## src/rtl/memord_pkg.sv

```systemverilog
package memord_pkg;

  typedef enum logic [1:0] {
    ST_AVAIL   = 2'd0,
    ST_LQ_FULL = 2'd1,
    ST_SQ_FULL = 2'd2
  } memord_status_e;

  localparam int SLOT_LOAD  = 0;
  localparam int SLOT_SBAR  = 1;
  localparam int SLOT_STORE = 2;
  localparam int NUM_SLOTS  = 3;

endpackage

```

## src/rtl/memord_occupancy.sv

```systemverilog
module memord_occupancy #(
  parameter int SIZE = 4,
  parameter int CW   = 3
) (
  input  logic          clk,
  input  logic          rst_n,
  input  logic          acq,
  input  logic          rel,
  output logic [CW-1:0] used,
  output logic          full
);

  always_ff @(posedge clk) begin
    if (!rst_n) begin
      used <= '0;
    end else if (acq && !rel) begin
      used <= used + CW'(1);
    end else if (!acq && rel) begin
      used <= used - CW'(1);
    end
  end

  // Acquire without release must advance the count by exactly one.
  assert_count_up_R3: assert property (@(posedge clk) disable iff (!rst_n)
    (acq && !rel) |=> used == $past(used) + CW'(1));

  // A release with nothing acquired needs a non-empty queue.
  assert_release_nonempty_R3: assert property (@(posedge clk) disable iff (!rst_n)
    (rel && !acq) |-> used != '0);

  generate
    if (SIZE == 0) begin : g_unbounded
      assign full = 1'b0;
    end else begin : g_bounded
      assign full = (used == CW'(SIZE));

      assert_no_overflow_R3: assert property (@(posedge clk) disable iff (!rst_n)
        used <= CW'(SIZE));
    end
  endgenerate

endmodule

```

## src/rtl/memord_grouper.sv

```systemverilog
module memord_grouper
  import memord_pkg::*;
#(
  parameter int GID_W = 8
) (
  input  logic                       clk,
  input  logic                       rst_n,
  input  logic                       accept,
  input  logic                       is_ld,
  input  logic                       is_st,
  input  logic                       side_fx,
  input  logic                       no_alias,
  output logic                       res_valid,
  output logic [GID_W-1:0]           res_gid,
  output logic [NUM_SLOTS-1:0]       res_edge_valid,
  output logic [NUM_SLOTS-1:0]       res_edge_data,
  output logic [NUM_SLOTS*GID_W-1:0] res_edge_src
);

  localparam logic [GID_W-1:0] GID_LAST  = '1;
  localparam logic [GID_W-1:0] GID_FIRST = GID_W'(1);

  logic [GID_W-1:0] cur_ld, cur_ldb, cur_st, cur_stb, nxt_gid;
  logic             st_after_ld;

  logic                 ldbar, stbar, join_grp, new_grp;
  logic [GID_W-1:0]     gid_d;
  logic [NUM_SLOTS-1:0] ev_d, ed_d;
  logic [GID_W-1:0]     src_d [NUM_SLOTS];
  logic [GID_W-1:0]     src_q [NUM_SLOTS];

  always_comb begin
    ldbar    = is_ld & side_fx;
    stbar    = is_st & side_fx;
    join_grp = is_ld & ~is_st & ~ldbar & (cur_ld != '0) &
               (cur_ld != cur_ldb) & ~st_after_ld;
    new_grp  = (is_ld | is_st) & ~join_grp;
    gid_d    = '0;
    ev_d     = '0;
    ed_d     = '0;
    for (int k = 0; k < NUM_SLOTS; k++) src_d[k] = '0;

    if (is_st) begin
      gid_d = nxt_gid;
      if (cur_ld != '0) begin
        ev_d[SLOT_LOAD]  = 1'b1;
        ed_d[SLOT_LOAD]  = (cur_ld == cur_ldb);
        src_d[SLOT_LOAD] = cur_ld;
      end
      if (cur_stb != '0) begin
        ev_d[SLOT_SBAR]  = 1'b1;
        ed_d[SLOT_SBAR]  = 1'b1;
        src_d[SLOT_SBAR] = cur_stb;
      end
      if (cur_st != '0 && cur_st != cur_stb) begin
        ev_d[SLOT_STORE]  = 1'b1;
        src_d[SLOT_STORE] = cur_st;
      end
    end else if (is_ld) begin
      if (join_grp) begin
        gid_d = cur_ld;
      end else begin
        gid_d = nxt_gid;
        if (ldbar && cur_ld != '0) begin
          ev_d[SLOT_LOAD]  = 1'b1;
          ed_d[SLOT_LOAD]  = 1'b1;
          src_d[SLOT_LOAD] = cur_ld;
        end else if (!ldbar && cur_ldb != '0) begin
          ev_d[SLOT_LOAD]  = 1'b1;
          ed_d[SLOT_LOAD]  = 1'b1;
          src_d[SLOT_LOAD] = cur_ldb;
        end
        if (!no_alias && cur_st != '0) begin
          ev_d[SLOT_STORE]  = 1'b1;
          ed_d[SLOT_STORE]  = 1'b1;
          src_d[SLOT_STORE] = cur_st;
        end
      end
    end
  end

  always_ff @(posedge clk) begin
    if (!rst_n) begin
      cur_ld         <= '0;
      cur_ldb        <= '0;
      cur_st         <= '0;
      cur_stb        <= '0;
      st_after_ld    <= 1'b0;
      nxt_gid        <= GID_FIRST;
      res_valid      <= 1'b0;
      res_gid        <= '0;
      res_edge_valid <= '0;
      res_edge_data  <= '0;
      for (int k = 0; k < NUM_SLOTS; k++) src_q[k] <= '0;
    end else begin
      res_valid <= accept;
      if (accept) begin
        res_gid        <= gid_d;
        res_edge_valid <= ev_d;
        res_edge_data  <= ed_d;
        for (int k = 0; k < NUM_SLOTS; k++) src_q[k] <= src_d[k];
        if (new_grp) begin
          nxt_gid <= (nxt_gid == GID_LAST) ? GID_FIRST : nxt_gid + GID_W'(1);
          if (is_ld) begin
            cur_ld      <= nxt_gid;
            st_after_ld <= 1'b0;
            if (ldbar) cur_ldb <= nxt_gid;
          end
          if (is_st) begin
            cur_st <= nxt_gid;
            if (stbar) cur_stb <= nxt_gid;
            if (!is_ld) st_after_ld <= 1'b1;
          end
        end
      end
    end
  end

  generate
    for (genvar g = 0; g < NUM_SLOTS; g++) begin : g_pack
      assign res_edge_src[g*GID_W +: GID_W] = src_q[g];
    end
  endgenerate

  // A writing operation always receives a real group.
  assert_store_gid_R5: assert property (@(posedge clk) disable iff (!rst_n)
    (accept && is_st) |=> (res_gid != '0));

  // A store never passes an older store: some edge must reach the store side.
  assert_store_order_R6: assert property (@(posedge clk) disable iff (!rst_n)
    (accept && is_st && cur_st != '0) |=>
      (res_edge_valid[SLOT_SBAR] || res_edge_valid[SLOT_STORE]));

  // Joining loads carry the current load group and no edge.
  assert_join_silent_R7: assert property (@(posedge clk) disable iff (!rst_n)
    (accept && join_grp) |=> (res_edge_valid == '0 && res_gid == $past(cur_ld)));

endmodule

```

## src/rtl/memord_dispatch.sv

```systemverilog
module memord_dispatch
  import memord_pkg::*;
#(
  parameter int LQ_SIZE   = 4,
  parameter int SQ_SIZE   = 4,
  parameter int GID_W     = 8,
  parameter int UNB_CNT_W = 8
) (
  input  logic                       clk,
  input  logic                       rst_n,
  input  logic                       cfg_no_alias,
  input  logic                       disp_valid,
  output logic                       disp_ready,
  input  logic                       disp_may_load,
  input  logic                       disp_may_store,
  input  logic                       disp_side_fx,
  output logic [1:0]                 disp_status,
  input  logic                       ld_retire,
  input  logic                       st_commit,
  output logic                       res_valid,
  output logic [GID_W-1:0]           res_gid,
  output logic [NUM_SLOTS-1:0]       res_edge_valid,
  output logic [NUM_SLOTS-1:0]       res_edge_data,
  output logic [NUM_SLOTS*GID_W-1:0] res_edge_src
);

  localparam int LQ_CW = (LQ_SIZE == 0) ? UNB_CNT_W : $clog2(LQ_SIZE + 1);
  localparam int SQ_CW = (SQ_SIZE == 0) ? UNB_CNT_W : $clog2(SQ_SIZE + 1);

  logic [LQ_CW-1:0] lq_used;
  logic [SQ_CW-1:0] sq_used;
  logic             lq_full, sq_full, accept;
  memord_status_e   status;

  always_comb begin
    if (disp_may_load && lq_full)       status = ST_LQ_FULL;
    else if (disp_may_store && sq_full) status = ST_SQ_FULL;
    else                                status = ST_AVAIL;
  end

  assign disp_status = status;
  assign disp_ready  = (status == ST_AVAIL);
  assign accept      = disp_valid & disp_ready;

  memord_occupancy #(.SIZE(LQ_SIZE), .CW(LQ_CW)) u_lq (
    .clk  (clk),
    .rst_n(rst_n),
    .acq  (accept & disp_may_load),
    .rel  (ld_retire),
    .used (lq_used),
    .full (lq_full)
  );

  memord_occupancy #(.SIZE(SQ_SIZE), .CW(SQ_CW)) u_sq (
    .clk  (clk),
    .rst_n(rst_n),
    .acq  (accept & disp_may_store),
    .rel  (st_commit),
    .used (sq_used),
    .full (sq_full)
  );

  memord_grouper #(.GID_W(GID_W)) u_grp (
    .clk           (clk),
    .rst_n         (rst_n),
    .accept        (accept),
    .is_ld         (disp_may_load),
    .is_st         (disp_may_store),
    .side_fx       (disp_side_fx),
    .no_alias      (cfg_no_alias),
    .res_valid     (res_valid),
    .res_gid       (res_gid),
    .res_edge_valid(res_edge_valid),
    .res_edge_data (res_edge_data),
    .res_edge_src  (res_edge_src)
  );

  // Result follows acceptance by exactly one cycle.
  assert_result_timing_R10: assert property (@(posedge clk) disable iff (!rst_n)
    (disp_valid && disp_ready) |=> res_valid);
  assert_no_spurious_R4: assert property (@(posedge clk) disable iff (!rst_n)
    !(disp_valid && disp_ready) |=> !res_valid);

  generate
    if (LQ_SIZE != 0) begin : g_lq_chk
      assert_lq_block_R1: assert property (@(posedge clk) disable iff (!rst_n)
        (disp_may_load && lq_used == LQ_CW'(LQ_SIZE)) |-> disp_status == 2'd1);
    end
    if (SQ_SIZE != 0) begin : g_sq_chk
      assert_sq_block_R1: assert property (@(posedge clk) disable iff (!rst_n)
        (disp_may_store && !disp_may_load && sq_used == SQ_CW'(SQ_SIZE))
          |-> disp_status == 2'd2);
    end
  endgenerate

endmodule

```

## config.mk

```make
export PLATFORM = sky130hd
export DESIGN_NAME = memord_dispatch
export DESIGN_NICKNAME = d
export VERILOG_FILES = /design/src/rtl/memord_pkg.sv /design/src/rtl/memord_occupancy.sv /design/src/rtl/memord_grouper.sv /design/src/rtl/memord_dispatch.sv
export SDC_FILE = /design/constraint.sdc
export NUM_CORES = 1
export LEC_CHECK = 0
export BUFFER_PORTS_ARGS = -buffer_cell sky130_fd_sc_hd__buf_2
export CAP_MARGIN = 10
export CELL_PAD_IN_SITES_DETAIL_PLACEMENT = 1
export CELL_PAD_IN_SITES_GLOBAL_PLACEMENT = 1
export CORE_UTILIZATION = 48
export CTS_CLUSTER_DIAMETER = 100
export DETAILED_ROUTE_END_ITERATION = 16
export GPL_TIMING_DRIVEN = 0
export PLACE_DENSITY = 0.84
export SYNTH_ARGS = -nofsm -noshare
export SYNTH_HDL_FRONTEND = slang
export SYNTH_HIERARCHICAL = 1
export SYNTH_SLANG_ARGS = --single-unit
```

## constraint.sdc

```tcl
create_clock -name clk -period 4 [get_ports clk]
set_input_delay 0.4 -clock clk [delete_from_list [all_inputs] [get_ports clk]]
set_output_delay 0.4 -clock clk [all_outputs]
set_load 0.02 [all_outputs]
```

# Yosys cells after proc, flatten, opt, wreduce, memory -nomap -nowiden
# Memory sizes are Yosys's and may differ from the RTL's.
# Cells that the tools add are included.
classes:
  n_reduce_logical: 28
  bitwise: 19
  div_mod_pow: 0
  add_sub_neg: 5
  shift: 0
  n_eq_ne: 6
  order_cmp: 0
  mul: 0
  muxes: 49
ops:
  columns: ["op", "count"]
  rows:
  - ["two-way mux 8 bit", 20]
  - ["nonzero test 8 bit", 4]
  - ["two-way mux 1 bit", 23]
  - ["inequality test 8 bit", 2]
  - ["two-way mux 3 bit", 4]
  - ["AND 1 bit", 11]
  - ["logical AND 1 bit", 10]
  - ["adder 8 x 1 -> 8 bit, second input constant", 1]
  - ["== test 8 bit", 1]
  - ["== test 8 bit, second input constant", 1]
  - ["AND reduction 4 bit", 2]
  - ["adder 3 x 1 -> 3 bit, second input constant", 2]
  - ["== test 3 bit, second input constant", 2]
  - ["logical NOT 1 bit", 6]
  - ["AND reduction 3 bit", 2]
  - ["subtractor 3 x 1 -> 3 bit, second input constant", 2]
  - ["two-way mux 2 bit", 2]
  - ["NOT 1 bit", 4]
  - ["OR 1 bit", 4]
  - ["nonzero test 2 bit", 2]
  - ["logical NOT 2 bit", 1]
  - ["AND reduction 2 bit", 1]
word_totals:
  mem_bits_rw: 24
  latch_bits: 0
  romBits: 0
  n_memories: 1
  regBits: 62
mem_list:
  columns: ["name", "depth", "word_bits", "read_ports", "rd_clocked_by_memory_dff", "write_ports", "line", "rtl"]
  rows:
  - ["u_grp.src_q", 3, 8, 3, 0, 3, "memord_grouper.sv:30", "logic [GID_W-1:0] src_q [NUM_SLOTS];"]

# Depth between registers and ports, before layout
depth:
  ltp_word: 11
  depth_mapped: 11

# Cells and area by module
# Netlist, hierarchy kept.
by_module_without_submodules:
  columns: ["mod", "seq_area_each_um2", "area_per_inst_um2", "n_inst", "cells_each"]
  rows:
  - ["memord_grouper", 1821.7, 3688.5, 1, 365]
  - ["memord_occupancy", 60.1, 166.4, 2, 16]
  - ["memord_dispatch", 0.0, 65.1, 1, 9]

# Worst setup path after synthesis
# No wires, ideal clock.
synth_timing:
  path_type: "reg2reg"
  from: "register u_lq.used[0]"
  to: "memory u_grp.src_q[2][0], in the netlist u_grp/src_q[0][16] (data pin)"
  setup_time_ns: 0.132
  required_ns: 3.868
  period_less_slack_ns: 2.244
  arrival_time_ns: 2.113
  stages_incl_launch_ff: 12
  path_slack_ns: 1.756
  path_cell_list: "dfxtp_1 -> nor3b_1 -> and2_4 -> buf_6 -> and3b_1 -> buf_2 -> nand2_1 -> inv_1 -> nand2_1 -> or3_1 -> o22ai_2 -> and2_1"
synth_lines:
  columns: ["element", "line", "rtl"]
  rows:
  - ["from (decl)", "memord_occupancy.sv:9", "output logic [CW-1:0] used,"]
  - ["from (signal assigned)", "memord_occupancy.sv:17", "used <= used + CW'(1);"]
  - ["from (signal assigned)", "memord_occupancy.sv:19", "used <= used - CW'(1);"]
  - ["to (decl)", "memord_grouper.sv:30", null]

==> reports/metrics.json <==
{
  "detail_route.iter0.violations": {"value": 153},
  "initial_utilization": {"value": 49.7, "unit": "%"},
  "cts_tree": {"value": "yes"},
  "route.detailed.wl_per_inst": {"value": 19.5, "unit": "um"},
  "design.portCount": {"value": 51},
  "cts.repair.resized": {"value": 0},
  "finalSetupViolCount": {"value": 0},
  "yosys.area_share.adder": {"value": 1.90, "unit": "%"},
  "nets": {"value": 481},
  "ant_nets": {"value": 0},
  "setup.worst_path.class": {"value": "flip-flop to flip-flop"},
  "die_area": {"value": 0.00889, "unit": "mm^2"},
  "area_growth": {"value": 14.5, "unit": "%"},
  "cp-end-kind": {"value": "flip-flop"},
  "place_ws": {"value": 982, "unit": "ps"},
  "cts.reportedPaths.clkPinSlew": {"value": 90, "unit": "ps"},
  "gp_congestion": {"value": 0.933},
  "timing.critical_path.from_type": {"value": "flip-flop"},
  "share_of_total_power_consumed_by_net_switching": {"value": 28.8, "unit": "%"},
  "gr-total-overflow": {"value": 0},
  "cp.arrival": {"value": 2950, "unit": "ps"},
  "tritoncts_num_sinks": {"value": 85},
  "report.final.slew_viol_count": {"value": 0},
  "maxCapViolations": {"value": 0},
  "syn_inst": {"value": 406},
  "p_leak": {"value": 1.95, "unit": "nW"},
  "dominantRegCellSynth": {"value": "sky130_fd_sc_hd__dfxtp_1"},
  "ff2ff_path_depth": {"value": 8},
  "timing_worst_slew_pin_value": {"value": 884, "unit": "ps"},
  "postSynth.asyncResetShare": {"value": 0, "unit": "%"},
  "finish.utilization": {"value": 57.0, "unit": "%"},
  "startpoint": {"value": "u_lq/used[0]"},
  "p_comb_share": {"value": 16.8, "unit": "%"},
  "post-route-drc-count": {"value": 0},
  "finalClockSkew": {"value": 13.7, "unit": "ps"},
  "run_status": {"value": "complete, no violations"},
  "diodes": {"value": 0},
  "power-per-cell-area": {"value": 418, "unit": "mW/mm^2"},
  "power.switching": {"value": 0.564, "unit": "mW"},
  "timing.final.hold_violations": {"value": 0},
  "synth_area": {"value": 0.00409, "unit": "mm^2"},
  "post_detailed_route_via_to_cell_ratio": {"value": 5.80},
  "path_max_fanout": {"value": 24},
  "syn_area_per_cell": {"value": 10.1, "unit": "um^2"},
  "dominant_combinational_cell_family_by_area_after_synthesis": {"value": "simple AND/OR/NAND/NOR gates"},
  "synth_fp_nets": {"value": 420},
  "relSlewSlack": {"value": 41.0, "unit": "%"},
  "layout_worst_path_cycle_share": {"value": 75.1, "unit": "%"},
  "clock_tree.buffer_depth": {"value": 2},
  "layout_min_cycle_time": {"value": 3010, "unit": "ps"},
  "final_layout_size_suffix_gt1_share": {"value": 18.6, "unit": "%"},
  "initial_antenna_violation_count": {"value": 0},
  "clk_lat_worst_skew": {"value": 360, "unit": "ps"},
  "synth_top_cells_by_area": {"value": "sky130_fd_sc_hd__dfxtp_1 (30%), sky130_fd_sc_hd__edfxtp_1 (18%), sky130_fd_sc_hd__mux2i_1 (6.1%), sky130_fd_sc_hd__nand2_1 (5.9%), sky130_fd_sc_hd__and2_1 (3.5%)"},
  "internal_power": {"value": 1.39, "unit": "mW"},
  "dp.cells": {"value": 561},
  "yosysTopAreaCell": {"value": "sky130_fd_sc_hd__dfxtp_1"},
  "post_layout_nonfiller_instances": {"value": 577},
  "design.core.area": {"value": 0.00822, "unit": "mm^2"},
  "grt_first_pass_wirelength": {"value": 18.0, "unit": "mm"},
  "hold_class": {"value": "primary input to flip-flop"},
  "fmax": {"value": 333, "unit": "MHz"},
  "synth-seq-cells": {"value": 85},
  "die_x": {"value": 94.3, "unit": "um"},
  "critPathCapture": {"value": "u_grp/src_q[0][13]"},
  "simple_gate_share_of_the_synthesized_area": {"value": 23.5, "unit": "%"},
  "synth-seq-area-share": {"value": 47.5, "unit": "%"},
  "synth_compound_area_share": {"value": 12.7, "unit": "%"},
  "ctsHoldBuffers": {"value": 0},
  "post_synth_cell_types": {"value": 61},
  "worst-r2r-setup-slack": {"value": 990, "unit": "ps"},
  "rsz_0062_raised_after_global_routing": {"value": "no"},
  "ir_worst_vdd": {"value": 154, "unit": "uV"},
  "routed_wirelength": {"value": 11.2, "unit": "mm"},
  "power.share.clock": {"value": 32.9, "unit": "%"},
  "synthDominantCellAreaShare": {"value": 29.9, "unit": "%"},
  "routed-via-count": {"value": 3344},
  "vert_die_dim": {"value": 94.3, "unit": "um"},
  "power.sequential.fraction": {"value": 50.3, "unit": "%"},
  "number_of_synthesized_flops_with_an_enable_pin": {"value": 24},
  "timing.rr.start": {"value": "u_lq/used[0]"},
  "crit-reg2reg-capture": {"value": "u_grp/src_q[0][13]"},
  "drtPass1Iterations": {"value": 4},
  "synth-warning-count": {"value": 6},
  "grt_use_total": {"value": 27.2, "unit": "%"},
  "synthXorXnorAreaFrac": {"value": 4.29, "unit": "%"},
  "critPathRequiredTime": {"value": 3950, "unit": "ps"},
  "detailedPlacementHpwl": {"value": 8.06, "unit": "mm"},
  "buffer_ports.inserted": {"value": 50},
  "maximum_number_of_pins_on_one_net_before_global_route_repair": {"value": 25},
  "first_global_vias": {"value": 3379},
  "floorplan.rows": {"value": 33},
  "fin_ws": {"value": 994, "unit": "ps"},
  "cts_setup_buffers": {"value": 0},
  "cts.root.buffer_cell": {"value": "sky130_fd_sc_hd__clkbuf_8"},
  "holdWs": {"value": 352, "unit": "ps"},
  "yosys-mux-area-fraction": {"value": 6.12, "unit": "%"},
  "cts_made_buffers": {"value": 9},
  "ctsHtreeMaxLevel": {"value": 3},
  "totalNegativeSetupSlack": {"value": 0, "unit": "ps"}
}
==> through the flow <==
stage / cell area (um^2) / power, mW
global placement: 4470 / 1.31
floorplan: 4090 / 1.22
detailed placement: 4470 / 1.33
global route: 4680 / 2.04
CTS: 4680 / 1.97
finish: 4680 / 1.96
==> power by group through the flow <==
| stage | logic [mW] | clock network (mW) | registers, mW |
|---|---|---|---|
| after floorplan | 0.197 | 0 | 1.03 |
| after global placement | 0.310 | 0 | 1.00 |
| after detailed placement | 0.325 | 0 | 1.01 |
| after CTS | 0.329 | 0.657 | 0.986 |
| after global routing | 0.360 | 0.685 | 0.994 |
| final | 0.328 | 0.645 | 0.985 |
==> flip-flops by register name (all words and copies together), names as in the netlist <==
register	cells
u_grp/cur_st	8
u_grp/cur_stb	8
u_grp/res_edge_valid	3
u_grp/res_valid	1
u_grp/st_after_ld	1
u_grp/src_q	24
u_sq/used	3
u_grp/cur_ld	8
u_grp/cur_ldb	8
u_grp/res_edge_data	2
u_grp/res_gid	8
u_grp/nxt_gid	8
u_lq/used	3
==> Yosys cell counts, types with 4 or more instances <==
cell type	n
sky130_fd_sc_hd__a21boi_0	13
sky130_fd_sc_hd__a221o_1	8
sky130_fd_sc_hd__a22o_1	9
sky130_fd_sc_hd__a31oi_1	5
sky130_fd_sc_hd__and2_1	23
sky130_fd_sc_hd__clkbuf_1	18
sky130_fd_sc_hd__dfxtp_1	61
sky130_fd_sc_hd__edfxtp_1	24
sky130_fd_sc_hd__inv_1	7
sky130_fd_sc_hd__mux2i_1	25
sky130_fd_sc_hd__nand2_1	64
sky130_fd_sc_hd__nand2b_1	5
sky130_fd_sc_hd__nand3_1	8
sky130_fd_sc_hd__nand4_1	5
sky130_fd_sc_hd__nor2_1	6
sky130_fd_sc_hd__nor2b_1	23
sky130_fd_sc_hd__nor3_2	4
sky130_fd_sc_hd__nor4_1	5
sky130_fd_sc_hd__o21ai_0	12
sky130_fd_sc_hd__xnor2_1	10
sky130_fd_sc_hd__xor2_1	10
==> cell usage in the layout (no fill, tap or decap), types with 3 or more instances in the layout <==
cell type,instances
sky130_fd_sc_hd__a21boi_0,13
sky130_fd_sc_hd__a21oi_1,3
sky130_fd_sc_hd__a221o_1,8
sky130_fd_sc_hd__a22o_1,9
sky130_fd_sc_hd__a31oi_1,5
sky130_fd_sc_hd__and2_1,23
sky130_fd_sc_hd__buf_2,52
sky130_fd_sc_hd__clkbuf_1,20
sky130_fd_sc_hd__clkbuf_8,9
sky130_fd_sc_hd__clkinv_4,3
sky130_fd_sc_hd__dfxtp_1,61
sky130_fd_sc_hd__edfxtp_1,24
sky130_fd_sc_hd__ha_1,3
sky130_fd_sc_hd__inv_1,7
sky130_fd_sc_hd__mux2i_1,25
sky130_fd_sc_hd__nand2_1,64
sky130_fd_sc_hd__nand2b_1,5
sky130_fd_sc_hd__nand3_1,8
sky130_fd_sc_hd__nand4_1,5
sky130_fd_sc_hd__nor2_1,6
sky130_fd_sc_hd__nor2b_1,23
sky130_fd_sc_hd__nor3_2,4
sky130_fd_sc_hd__nor4_1,5
sky130_fd_sc_hd__nor4_2,3
sky130_fd_sc_hd__o21ai_0,12
sky130_fd_sc_hd__o21ai_1,3
sky130_fd_sc_hd__or3_1,3
sky130_fd_sc_hd__xnor2_1,10
sky130_fd_sc_hd__xor2_1,10
==> cell type report <==
type | count | area [um^2]
Buffer | 26 | 134
Clock buffer | 12 | 156
Clock inverter | 4 | 56.3
Fill cell | 940 | 3540
Inverter | 7 | 26.3
Multi-Input combinational cell | 288 | 1980
Sequential cell | 85 | 1940
Tap cell | 105 | 131
Timing Repair Buffer | 50 | 250
==> worst min path at each step <==
stage,startpoint,cells past startpoint,endpoint
6_report,cfg_no_alias,3,u_grp/res_edge_data[2]
5_1_grt,cfg_no_alias,3,u_grp/res_edge_data[2]
4_1_cts,cfg_no_alias,3,u_grp/res_edge_data[2]
3_5_place_dp,u_grp/res_edge_data[2],2,u_grp/res_edge_data[2]
3_3_place_gp,u_grp/res_edge_valid[2],1,u_grp/res_edge_valid[2]
2_1_floorplan,u_lq/used[2],2,u_lq/used[2]
==> cells by family after synthesis <==
logic type                 Yosys count
AOI/OAI and AO/OA                   69
and+or+nand+nor                    169
buffers and inverters               33
DFF                                 85
xor gates and xnor gates            20
muxes                               25
adders and majority gates            5
==> critical path: stages (launching register included) <==
cell	delay, ps
sky130_fd_sc_hd__dfxtp_1	360
sky130_fd_sc_hd__nor3b_1	310
sky130_fd_sc_hd__and2_4	210
sky130_fd_sc_hd__buf_6	100
sky130_fd_sc_hd__and3b_1	160
sky130_fd_sc_hd__buf_2	180
sky130_fd_sc_hd__nor2b_1	120
sky130_fd_sc_hd__clkbuf_1	550
sky130_fd_sc_hd__inv_1	620
==> layer usage <==
layer	up-vias	GRT usage [%]	part of all wire, %
li1	1553	-	-
met1	1655	34.8	43
met2	113	45.7	49
met3	23	4.37	5.8
met4	0	10.5	2.4
met5	-	0	0
Power figures use the tool's default switching activity.
